[src/rtl/fce_pkg.sv]
package fce_pkg;

    typedef enum logic [3:0] {
        ST_IDLE, ST_PSETUP, ST_ESETUP, ST_PROT, ST_AADDR,
        ST_ADATA, ST_PRUN, ST_ERUN, ST_PSUSP, ST_ESUSP
    } dec_state_e;

    typedef enum logic [1:0] {
        RM_ARRAY  = 2'd0,
        RM_STATUS = 2'd1,
        RM_IDENT  = 2'd2,
        RM_QUERY  = 2'd3
    } rmode_e;

    typedef enum logic [1:0] {
        OP_PROG  = 2'd0,
        OP_ERASE = 2'd1,
        OP_ACCEL = 2'd2
    } op_kind_e;

    localparam logic [7:0] C_PROG    = 8'h40;
    localparam logic [7:0] C_ERASE   = 8'h20;
    localparam logic [7:0] C_CONFIRM = 8'hD0;
    localparam logic [7:0] C_SUSPEND = 8'hB0;
    localparam logic [7:0] C_RSTAT   = 8'h70;
    localparam logic [7:0] C_CLEAR   = 8'h50;
    localparam logic [7:0] C_RIDENT  = 8'h90;
    localparam logic [7:0] C_RQUERY  = 8'h98;
    localparam logic [7:0] C_RARRAY  = 8'hFF;
    localparam logic [7:0] C_PROT    = 8'h60;
    localparam logic [7:0] C_ACCEL   = 8'h10;
    localparam logic [7:0] C_LOCK    = 8'h01;
    localparam logic [7:0] C_LOCKDN  = 8'h2F;
    localparam logic [7:0] C_CFGWR   = 8'h03;

endpackage

[src/rtl/fce_engine_stub.sv]
module fce_engine_stub
    import fce_pkg::*;
#(
    parameter int PROG_CYCLES  = 8,
    parameter int ERASE_CYCLES = 24,
    parameter int ACCEL_CYCLES = 12
) (
    input  logic     clk,
    input  logic     rst_n,
    input  logic     start,
    input  op_kind_e kind,
    input  logic     fault,
    input  logic     suspend,
    input  logic     resume,
    output logic     busy,
    output logic     done,
    output logic     done_err
);
    localparam int MAXC_A = (PROG_CYCLES > ERASE_CYCLES) ? PROG_CYCLES : ERASE_CYCLES;
    localparam int MAXC   = (MAXC_A > ACCEL_CYCLES) ? MAXC_A : ACCEL_CYCLES;
    localparam int CNT_W  = $clog2(MAXC + 1);

    logic             act_q, pause_q, err_q;
    logic [CNT_W-1:0] cnt_q;
    logic             sv_q, sv_err_q;
    logic [CNT_W-1:0] sv_cnt_q;

    function automatic logic [CNT_W-1:0] op_len(op_kind_e k);
        unique case (k)
            OP_ERASE: return CNT_W'(ERASE_CYCLES);
            OP_ACCEL: return CNT_W'(ACCEL_CYCLES);
            default:  return CNT_W'(PROG_CYCLES);
        endcase
    endfunction

    always_ff @(posedge clk or negedge rst_n) begin
        if (!rst_n) begin
            act_q    <= 1'b0;
            pause_q  <= 1'b0;
            err_q    <= 1'b0;
            cnt_q    <= '0;
            sv_q     <= 1'b0;
            sv_err_q <= 1'b0;
            sv_cnt_q <= '0;
            done     <= 1'b0;
            done_err <= 1'b0;
        end else begin
            done <= 1'b0;
            if (start) begin
                if (act_q) begin
                    sv_q     <= 1'b1;
                    sv_cnt_q <= cnt_q;
                    sv_err_q <= err_q;
                end
                act_q   <= 1'b1;
                pause_q <= 1'b0;
                cnt_q   <= op_len(kind);
                err_q   <= fault;
            end else if (suspend) begin
                pause_q <= 1'b1;
            end else if (resume) begin
                pause_q <= 1'b0;
            end else if (act_q && !pause_q) begin
                if (cnt_q == CNT_W'(1)) begin
                    done     <= 1'b1;
                    done_err <= err_q;
                    if (sv_q) begin
                        cnt_q   <= sv_cnt_q;
                        err_q   <= sv_err_q;
                        pause_q <= 1'b1;
                        sv_q    <= 1'b0;
                    end else begin
                        act_q <= 1'b0;
                    end
                end else begin
                    cnt_q <= cnt_q - CNT_W'(1);
                end
            end
        end
    end

    assign busy = act_q && !pause_q;

endmodule

[src/rtl/fce_status_reg.sv]
module fce_status_reg (
    input  logic       clk,
    input  logic       rst_n,
    input  logic       set_vpp,
    input  logic       set_perr,
    input  logic       set_eerr,
    input  logic       clr,
    input  logic       ready,
    input  logic       esusp,
    input  logic       psusp,
    output logic [7:0] status
);
    localparam int NSTICKY = 3;

    logic [NSTICKY-1:0] set_v;
    logic [NSTICKY-1:0] sticky_q;

    assign set_v = {set_eerr, set_perr, set_vpp};

    for (genvar i = 0; i < NSTICKY; i++) begin : g_sticky
        always_ff @(posedge clk or negedge rst_n) begin
            if (!rst_n)
                sticky_q[i] <= 1'b0;
            else if (set_v[i])
                sticky_q[i] <= 1'b1;
            else if (clr)
                sticky_q[i] <= 1'b0;
        end
    end

    assign status = {ready, esusp, sticky_q, psusp, 2'b00};

endmodule

[src/rtl/fce_cmd_fsm.sv]
module fce_cmd_fsm
    import fce_pkg::*;
#(
    parameter int ADDR_W    = 22,
    parameter int ACC_WORDS = 32
) (
    input  logic              clk,
    input  logic              rst_n,
    input  logic              we,
    input  logic [7:0]        cmd,
    input  logic [ADDR_W-1:0] addr,
    input  logic              vpp_ok,
    input  logic              vpp_err_flag,
    input  logic              eng_done,
    input  logic              eng_done_err,
    output logic              eng_start,
    output op_kind_e          eng_kind,
    output logic [ADDR_W-1:0] eng_addr,
    output logic              eng_suspend,
    output logic              eng_resume,
    output logic              set_vpp,
    output logic              set_perr,
    output logic              set_eerr,
    output logic              clr_err,
    output rmode_e            mode,
    output logic              ready,
    output logic              esusp,
    output logic              psusp
);
    localparam int ACC_W = (ACC_WORDS > 1) ? $clog2(ACC_WORDS) : 1;

    dec_state_e        state_q, state_d;
    logic              nest_q, nest_d;
    logic [ACC_W-1:0]  acnt_q, acnt_d;
    logic [ADDR_W-1:0] aaddr_q, aaddr_d;
    rmode_e            mode_q, mode_d;

    always_ff @(posedge clk or negedge rst_n) begin
        if (!rst_n) begin
            state_q <= ST_IDLE;
            nest_q  <= 1'b0;
            acnt_q  <= '0;
            aaddr_q <= '0;
            mode_q  <= RM_ARRAY;
        end else begin
            state_q <= state_d;
            nest_q  <= nest_d;
            acnt_q  <= acnt_d;
            aaddr_q <= aaddr_d;
            mode_q  <= mode_d;
        end
    end

    always_comb begin
        state_d     = state_q;
        nest_d      = nest_q;
        acnt_d      = acnt_q;
        aaddr_d     = aaddr_q;
        mode_d      = mode_q;
        eng_start   = 1'b0;
        eng_kind    = OP_PROG;
        eng_addr    = addr;
        eng_suspend = 1'b0;
        eng_resume  = 1'b0;
        set_vpp     = 1'b0;
        set_perr    = 1'b0;
        set_eerr    = 1'b0;
        clr_err     = 1'b0;
        unique case (state_q)
            ST_IDLE, ST_PSUSP, ST_ESUSP: begin
                if (we) begin
                    mode_d = RM_STATUS;
                    case (cmd)
                        C_RARRAY: mode_d = RM_ARRAY;
                        C_RSTAT:  mode_d = RM_STATUS;
                        C_RIDENT: mode_d = RM_IDENT;
                        C_RQUERY: mode_d = RM_QUERY;
                        C_CLEAR:  clr_err = 1'b1;
                        C_PROG: begin
                            if (state_q == ST_IDLE) begin
                                state_d = ST_PSETUP;
                            end else if (state_q == ST_ESUSP) begin
                                state_d = ST_PSETUP;
                                nest_d  = 1'b1;
                            end
                        end
                        C_ERASE: if (state_q == ST_IDLE) state_d = ST_ESETUP;
                        C_PROT:  if (state_q == ST_IDLE) state_d = ST_PROT;
                        C_ACCEL: if (state_q == ST_IDLE && !vpp_err_flag) state_d = ST_AADDR;
                        C_CONFIRM: begin
                            if (state_q == ST_PSUSP) begin
                                state_d    = ST_PRUN;
                                eng_resume = 1'b1;
                            end else if (state_q == ST_ESUSP) begin
                                state_d    = ST_ERUN;
                                eng_resume = 1'b1;
                            end
                        end
                        C_SUSPEND: mode_d = RM_STATUS;
                        default:   mode_d = RM_ARRAY;
                    endcase
                end
            end
            ST_PSETUP: begin
                if (we) begin
                    mode_d = RM_STATUS;
                    if (vpp_ok) begin
                        eng_start = 1'b1;
                        eng_kind  = OP_PROG;
                        state_d   = ST_PRUN;
                    end else begin
                        set_vpp  = 1'b1;
                        set_perr = 1'b1;
                        state_d  = nest_q ? ST_ESUSP : ST_IDLE;
                        nest_d   = 1'b0;
                    end
                end
            end
            ST_ESETUP: begin
                if (we) begin
                    mode_d  = RM_STATUS;
                    state_d = ST_IDLE;
                    if (cmd != C_CONFIRM) begin
                        set_perr = 1'b1;
                        set_eerr = 1'b1;
                    end else if (vpp_ok) begin
                        eng_start = 1'b1;
                        eng_kind  = OP_ERASE;
                        state_d   = ST_ERUN;
                    end else begin
                        set_vpp  = 1'b1;
                        set_eerr = 1'b1;
                    end
                end
            end
            ST_PROT: begin
                if (we) begin
                    mode_d  = RM_STATUS;
                    state_d = ST_IDLE;
                    if (cmd != C_LOCK && cmd != C_LOCKDN && cmd != C_CFGWR && cmd != C_CONFIRM) begin
                        set_perr = 1'b1;
                        set_eerr = 1'b1;
                    end
                end
            end
            ST_AADDR: begin
                if (we) begin
                    mode_d  = RM_STATUS;
                    aaddr_d = addr;
                    acnt_d  = '0;
                    state_d = ST_ADATA;
                end
            end
            ST_ADATA: begin
                if (we) begin
                    mode_d = RM_STATUS;
                    if (acnt_q == ACC_W'(ACC_WORDS - 1)) begin
                        if (vpp_ok) begin
                            eng_start = 1'b1;
                            eng_kind  = OP_ACCEL;
                            eng_addr  = aaddr_q;
                            state_d   = ST_PRUN;
                        end else begin
                            set_vpp  = 1'b1;
                            set_perr = 1'b1;
                            state_d  = ST_IDLE;
                        end
                    end else begin
                        acnt_d = acnt_q + ACC_W'(1);
                    end
                end
            end
            ST_PRUN: begin
                if (eng_done) begin
                    set_perr = eng_done_err;
                    state_d  = nest_q ? ST_ESUSP : ST_IDLE;
                    nest_d   = 1'b0;
                end else if (we && cmd == C_SUSPEND) begin
                    eng_suspend = 1'b1;
                    mode_d      = RM_STATUS;
                    state_d     = ST_PSUSP;
                end
            end
            ST_ERUN: begin
                if (eng_done) begin
                    set_eerr = eng_done_err;
                    state_d  = ST_IDLE;
                end else if (we && cmd == C_SUSPEND) begin
                    eng_suspend = 1'b1;
                    mode_d      = RM_STATUS;
                    state_d     = ST_ESUSP;
                end
            end
            default: state_d = ST_IDLE;
        endcase
    end

    assign mode  = mode_q;
    assign ready = !(state_q == ST_PRUN || state_q == ST_ERUN);
    assign esusp = (state_q == ST_ESUSP) || nest_q;
    assign psusp = (state_q == ST_PSUSP);

endmodule

[src/rtl/flash_cmd_ctrl.sv]
module flash_cmd_ctrl
    import fce_pkg::*;
#(
    parameter int ADDR_W       = 22,
    parameter int ACC_WORDS    = 32,
    parameter int PROG_CYCLES  = 8,
    parameter int ERASE_CYCLES = 24,
    parameter int ACCEL_CYCLES = 12
) (
    input  logic              clk,
    input  logic              rst_n,
    input  logic              bus_we,
    input  logic [ADDR_W-1:0] bus_addr,
    input  logic [15:0]       bus_data,
    input  logic              vpp_ok,
    input  logic              eng_fault,
    output logic [1:0]        read_mode,
    output logic [7:0]        status,
    output logic              op_start,
    output logic [1:0]        op_kind,
    output logic [ADDR_W-1:0] op_addr,
    output logic              eng_busy
);
    op_kind_e kind_w;
    rmode_e   mode_w;
    logic     susp_w, res_w, done_w, derr_w;
    logic     s_vpp, s_perr, s_eerr, s_clr;
    logic     rdy_w, es_w, ps_w;

    fce_cmd_fsm #(.ADDR_W(ADDR_W), .ACC_WORDS(ACC_WORDS)) u_fsm (
        .clk(clk), .rst_n(rst_n), .we(bus_we), .cmd(bus_data[7:0]), .addr(bus_addr),
        .vpp_ok(vpp_ok), .vpp_err_flag(status[3]), .eng_done(done_w), .eng_done_err(derr_w),
        .eng_start(op_start), .eng_kind(kind_w), .eng_addr(op_addr),
        .eng_suspend(susp_w), .eng_resume(res_w),
        .set_vpp(s_vpp), .set_perr(s_perr), .set_eerr(s_eerr), .clr_err(s_clr),
        .mode(mode_w), .ready(rdy_w), .esusp(es_w), .psusp(ps_w)
    );

    fce_engine_stub #(
        .PROG_CYCLES(PROG_CYCLES), .ERASE_CYCLES(ERASE_CYCLES), .ACCEL_CYCLES(ACCEL_CYCLES)
    ) u_eng (
        .clk(clk), .rst_n(rst_n), .start(op_start), .kind(kind_w), .fault(eng_fault),
        .suspend(susp_w), .resume(res_w), .busy(eng_busy), .done(done_w), .done_err(derr_w)
    );

    fce_status_reg u_sr (
        .clk(clk), .rst_n(rst_n), .set_vpp(s_vpp), .set_perr(s_perr), .set_eerr(s_eerr),
        .clr(s_clr), .ready(rdy_w), .esusp(es_w), .psusp(ps_w), .status(status)
    );

    assign op_kind   = kind_w;
    assign read_mode = mode_w;

endmodule

[config.mk]
export PLATFORM = sky130hd
export DESIGN_NAME = flash_cmd_ctrl
export DESIGN_NICKNAME = d
export VERILOG_FILES = /design/src/rtl/fce_pkg.sv /design/src/rtl/fce_engine_stub.sv /design/src/rtl/fce_status_reg.sv /design/src/rtl/fce_cmd_fsm.sv /design/src/rtl/flash_cmd_ctrl.sv
export SDC_FILE = /design/constraint.sdc
export NUM_CORES = 1
export LEC_CHECK = 0
export BUFFER_PORTS_ARGS = -buffer_cell sky130_fd_sc_hd__buf_2
export CORE_ASPECT_RATIO = 0.5
export CORE_UTILIZATION = 45
export DETAILED_ROUTE_END_ITERATION = 10
export PLACE_DENSITY = 0.79
export SLEW_MARGIN = 10
export SYNTH_ARGS = -nofsm -noshare
export SYNTH_HDL_FRONTEND = slang
export SYNTH_SLANG_ARGS = --single-unit
[constraint.sdc]
create_clock -name clk -period 2.17 [get_ports clk]
set_input_delay 0.1085 -clock clk [delete_from_list [all_inputs] [get_ports clk]]
set_output_delay 0.1085 -clock clk [all_outputs]
set_load 0.03 [all_outputs]
==> flow_metrics.env <==
export IMPL_die_w_um=126
export IMPL_routed_wl_mm=8.35
export IMPL_ys_async_sr_fraction_pct=100
export IMPL_viasPerCell=5.60
export IMPL_hp_start="bus_addr[0]"
export IMPL_wl_per_cell_um=15.7
export IMPL_grt_pass1_wl_mm=14.3
export IMPL_synthToLayoutAreaGrowth_pct=34.4
export IMPL_whs_endpoint="u_fsm.aaddr_q[0]"
export IMPL_required_ps=2060
export IMPL_die_height_um=63.9
export IMPL_routabilityCongestion=0.929
export IMPL_num_io_pins=79
export IMPL_drv_slew=0
export IMPL_core_um2=7380
export IMPL_path_cells="ha_2 > and3_4 > ha_4 > nand2_4 > or3_4 > buf_12 > mux2_4 > buf_6"
export IMPL_synth_edf_count=0
export IMPL_min_path_type="in -> reg"
export IMPL_fmax_mhz=421
export IMPL_numCtsBuffers=5
export IMPL_rows=22
export IMPL_path_clk_slew_ps=70
export IMPL_drc=1
export IMPL_vias=2977
export IMPL_finalSetupViolCount=23
export IMPL_status="finished with violations"
export IMPL_rsz0062_at_grt="true"
export IMPL_r2r_end="u_eng.done_err"
export IMPL_fin_crit_sh_pct=109
export IMPL_worstHoldPathCells=2
export IMPL_clk_latency_ps=290
export IMPL_reg2reg_depth=10
export IMPL_cp_arrival_ps=2270
export IMPL_nets=482
export IMPL_finClkSkew_ps=7.05
export IMPL_r2r_slack_ps=-20
export IMPL_p_leak_uw=0.00211
export IMPL_antenna_found_initial=0
export IMPL_crit_path_start_kind="register"
export IMPL_synth_cell_types=65
export IMPL_post_place_ws_ps=37.3
export IMPL_period_minus_slack_ps=2380
export IMPL_failed_checks="DRC, setup timing"
export IMPL_layout_drive_gt1_share_pct=45.0
export IMPL_io_buffers=68
export IMPL_syn_inst=339
export IMPL_dieArea_um2=8040
export IMPL_clock_sinks=54
export IMPL_drv_cap=0
export IMPL_clk_path_buf_depth=2
export IMPL_num_antenna_cells=0
export IMPL_synthFlopType="dfrtp_1"
export IMPL_placedCellCount=515
export IMPL_slowest_stage="or3_4"
export IMPL_peakVddDrop_uv=416
export IMPL_fin_area_um2=4640
export IMPL_stdcell_count=532
export IMPL_crit_buf_inv=2
export IMPL_final_hold_violation_count=0
export IMPL_yosysSeqAreaShare_pct=39.2
export IMPL_ys_ff_latch=54
export IMPL_avgSynthCellArea_um2=10.2
export IMPL_worst_setup_path_type="reg -> out"
export IMPL_root_buffer="clkbuf_16"
export IMPL_timing_rr_start="u_fsm.acnt_q[1]"
export IMPL_dr_pass1_iters=7
export IMPL_detailed_place_hpwl_mm=5.98
export IMPL_p_per_area_nw_per_um2=1170
export IMPL_cp_depth=8
export IMPL_grt_pass1_vias=2997
export IMPL_critical_path_max_stage_delay_ps=420
export IMPL_final_core_util_pct=62.9
export IMPL_synthesis_area_um2=3450
export IMPL_cp_end_kind="primary output"
export IMPL_overflow=0
export IMPL_ys_warn_count=0
export IMPL_grt_max_degree=55
export IMPL_cts_tree="yes"
export IMPL_antenna_left=0
export IMPL_setup_ws_ps=-206
export IMPL_cp_max_fo=12
export IMPL_start_util_pct=46.8
export IMPL_htree_levels=2
export IMPL_track_usage_pct=22.5
export IMPL_crit_family="simple AND/OR/NAND/NOR gates"
export IMPL_place_area_um2=4190
export IMPL_drt_iter0_markers=202
## power by group
part / internal, uW / total, uW / switching [uW]
clock network: 553 / 927 / 375
logic: 1370 / 2730 / 1360
registers: 1450 / 1760 / 315
total: 3380 / 5430 / 2050
## sequential cells by signal, indices dropped and copies added, names as in the netlist, 2 cells and up
signal and cells:
u_eng.sv_cnt_q 5, u_eng.cnt_q 5, u_fsm.acnt_q 5, u_sr.status 3
u_fsm.mode 2, u_fsm.state_q 4, u_fsm.aaddr_q 22
## cell type report
type	instances	area [um^2]
repair buffers	113	895
clock buffers	5	125
inverters	13	53.8
flip-flops and latches	54	1350
fillers	582	2740
clock inverters	3	48.8
multi-input cells	248	2040
well taps	96	120
## metal layers
layer  share of wire (%)  GRT usage [%]
met5                   0              0
met4                 1.3           7.38
met3                 5.2           4.10
met2                  50           40.1
met1                  44           28.0
## worst max-delay path by stage
stage	start	to
5_1_grt	u_fsm.acnt_q[0]	op_addr[5]
3_5_place_dp	u_fsm.state_q[3]	u_eng.cnt_q[0]
6_report	u_fsm.acnt_q[0]	op_addr[5]
2_1_floorplan	u_fsm.acnt_q[0]	u_eng.done_err
3_3_place_gp	u_fsm.state_q[2]	u_eng.cnt_q[0]
4_1_cts	u_fsm.acnt_q[0]	op_addr[3]
## cell usage after synthesis, types with 3 or more instances
master | number | area (um^2)
buf_2 | 7 | 35.0
o21ai_0 | 16 | 80.1
ha_1 | 4 | 50.1
nand4_1 | 7 | 43.8
nor4_1 | 6 | 37.5
inv_1 | 11 | 41.3
a31oi_1 | 6 | 37.5
mux2i_1 | 3 | 30.0
nand2_1 | 24 | 90.1
nand2b_1 | 6 | 37.5
o22ai_1 | 4 | 25.0
nor3_1 | 6 | 30.0
nor2_1 | 16 | 60.1
mux2_4 | 7 | 105
a21oi_1 | 12 | 60.1
clkbuf_1 | 9 | 33.8
and2_1 | 4 | 25.0
and3_1 | 3 | 18.8
nor2b_1 | 5 | 31.3
buf_4 | 6 | 45.0
or3_1 | 8 | 50.1
nand3_1 | 9 | 45.0
mux2_2 | 49 | 552
dfrtp_1 | 54 | 1350
o31ai_1 | 6 | 45.0
## timing repair
item / in CTS / in global routing
setup endpoints to repair: 25 / 36
gates resized for setup: 51 / 9
setup buffers: 2 / 5
hold buffers: 1 / 0
gates cloned: 1 / 0
hold endpoints to repair: 54 / 0
pin swaps: 1 / 6
## through the flow
stage	setup TNS (ps)	power (uW)	hold slack [ps]
6_report	-4350	5430	62.3
5_1_grt	-6050	5830	59.2
4_1_cts	-4610	5390	54.1
3_5_place_dp	0	4370	127
3_3_place_gp	0	4260	127
2_1_floorplan	-170	3560	-187
## cells by family after synthesis
group / count (synthesis) / share of synthesized area, %
xor gates and xnor gates: 3 / 0.762
and+or+nand+nor: 112 / 19.2
adders and majority gates: 4 / 1.45
buffers and inverters: 38 / 5.62
DFF: 54 / 39.2
AOI/OAI and AO/OA: 68 / 13.7
muxes: 59 / 19.9
other: 1 / 0.109
## cell usage in the layout (no fill, tap or decap), types with 3 or more instances in the layout
cell type  count
a21oi_1       12
a31oi_1        5
and2_1         4
buf_12         3
buf_2         43
buf_4         40
buf_6         25
clkbuf_16      5
dfrtp_1       53
inv_1         10
mux2_2        31
mux2_4        25
mux2i_1        3
nand2_1       23
nand2b_1       6
nand3_1        9
nand4_1        7
nor2_1        15
nor2b_1        5
nor3_1         6
nor4_1         6
o21ai_0       15
o22ai_1        4
o31ai_1        6
or3_1          7
Note: power is estimated with default switching activity, not from simulation.
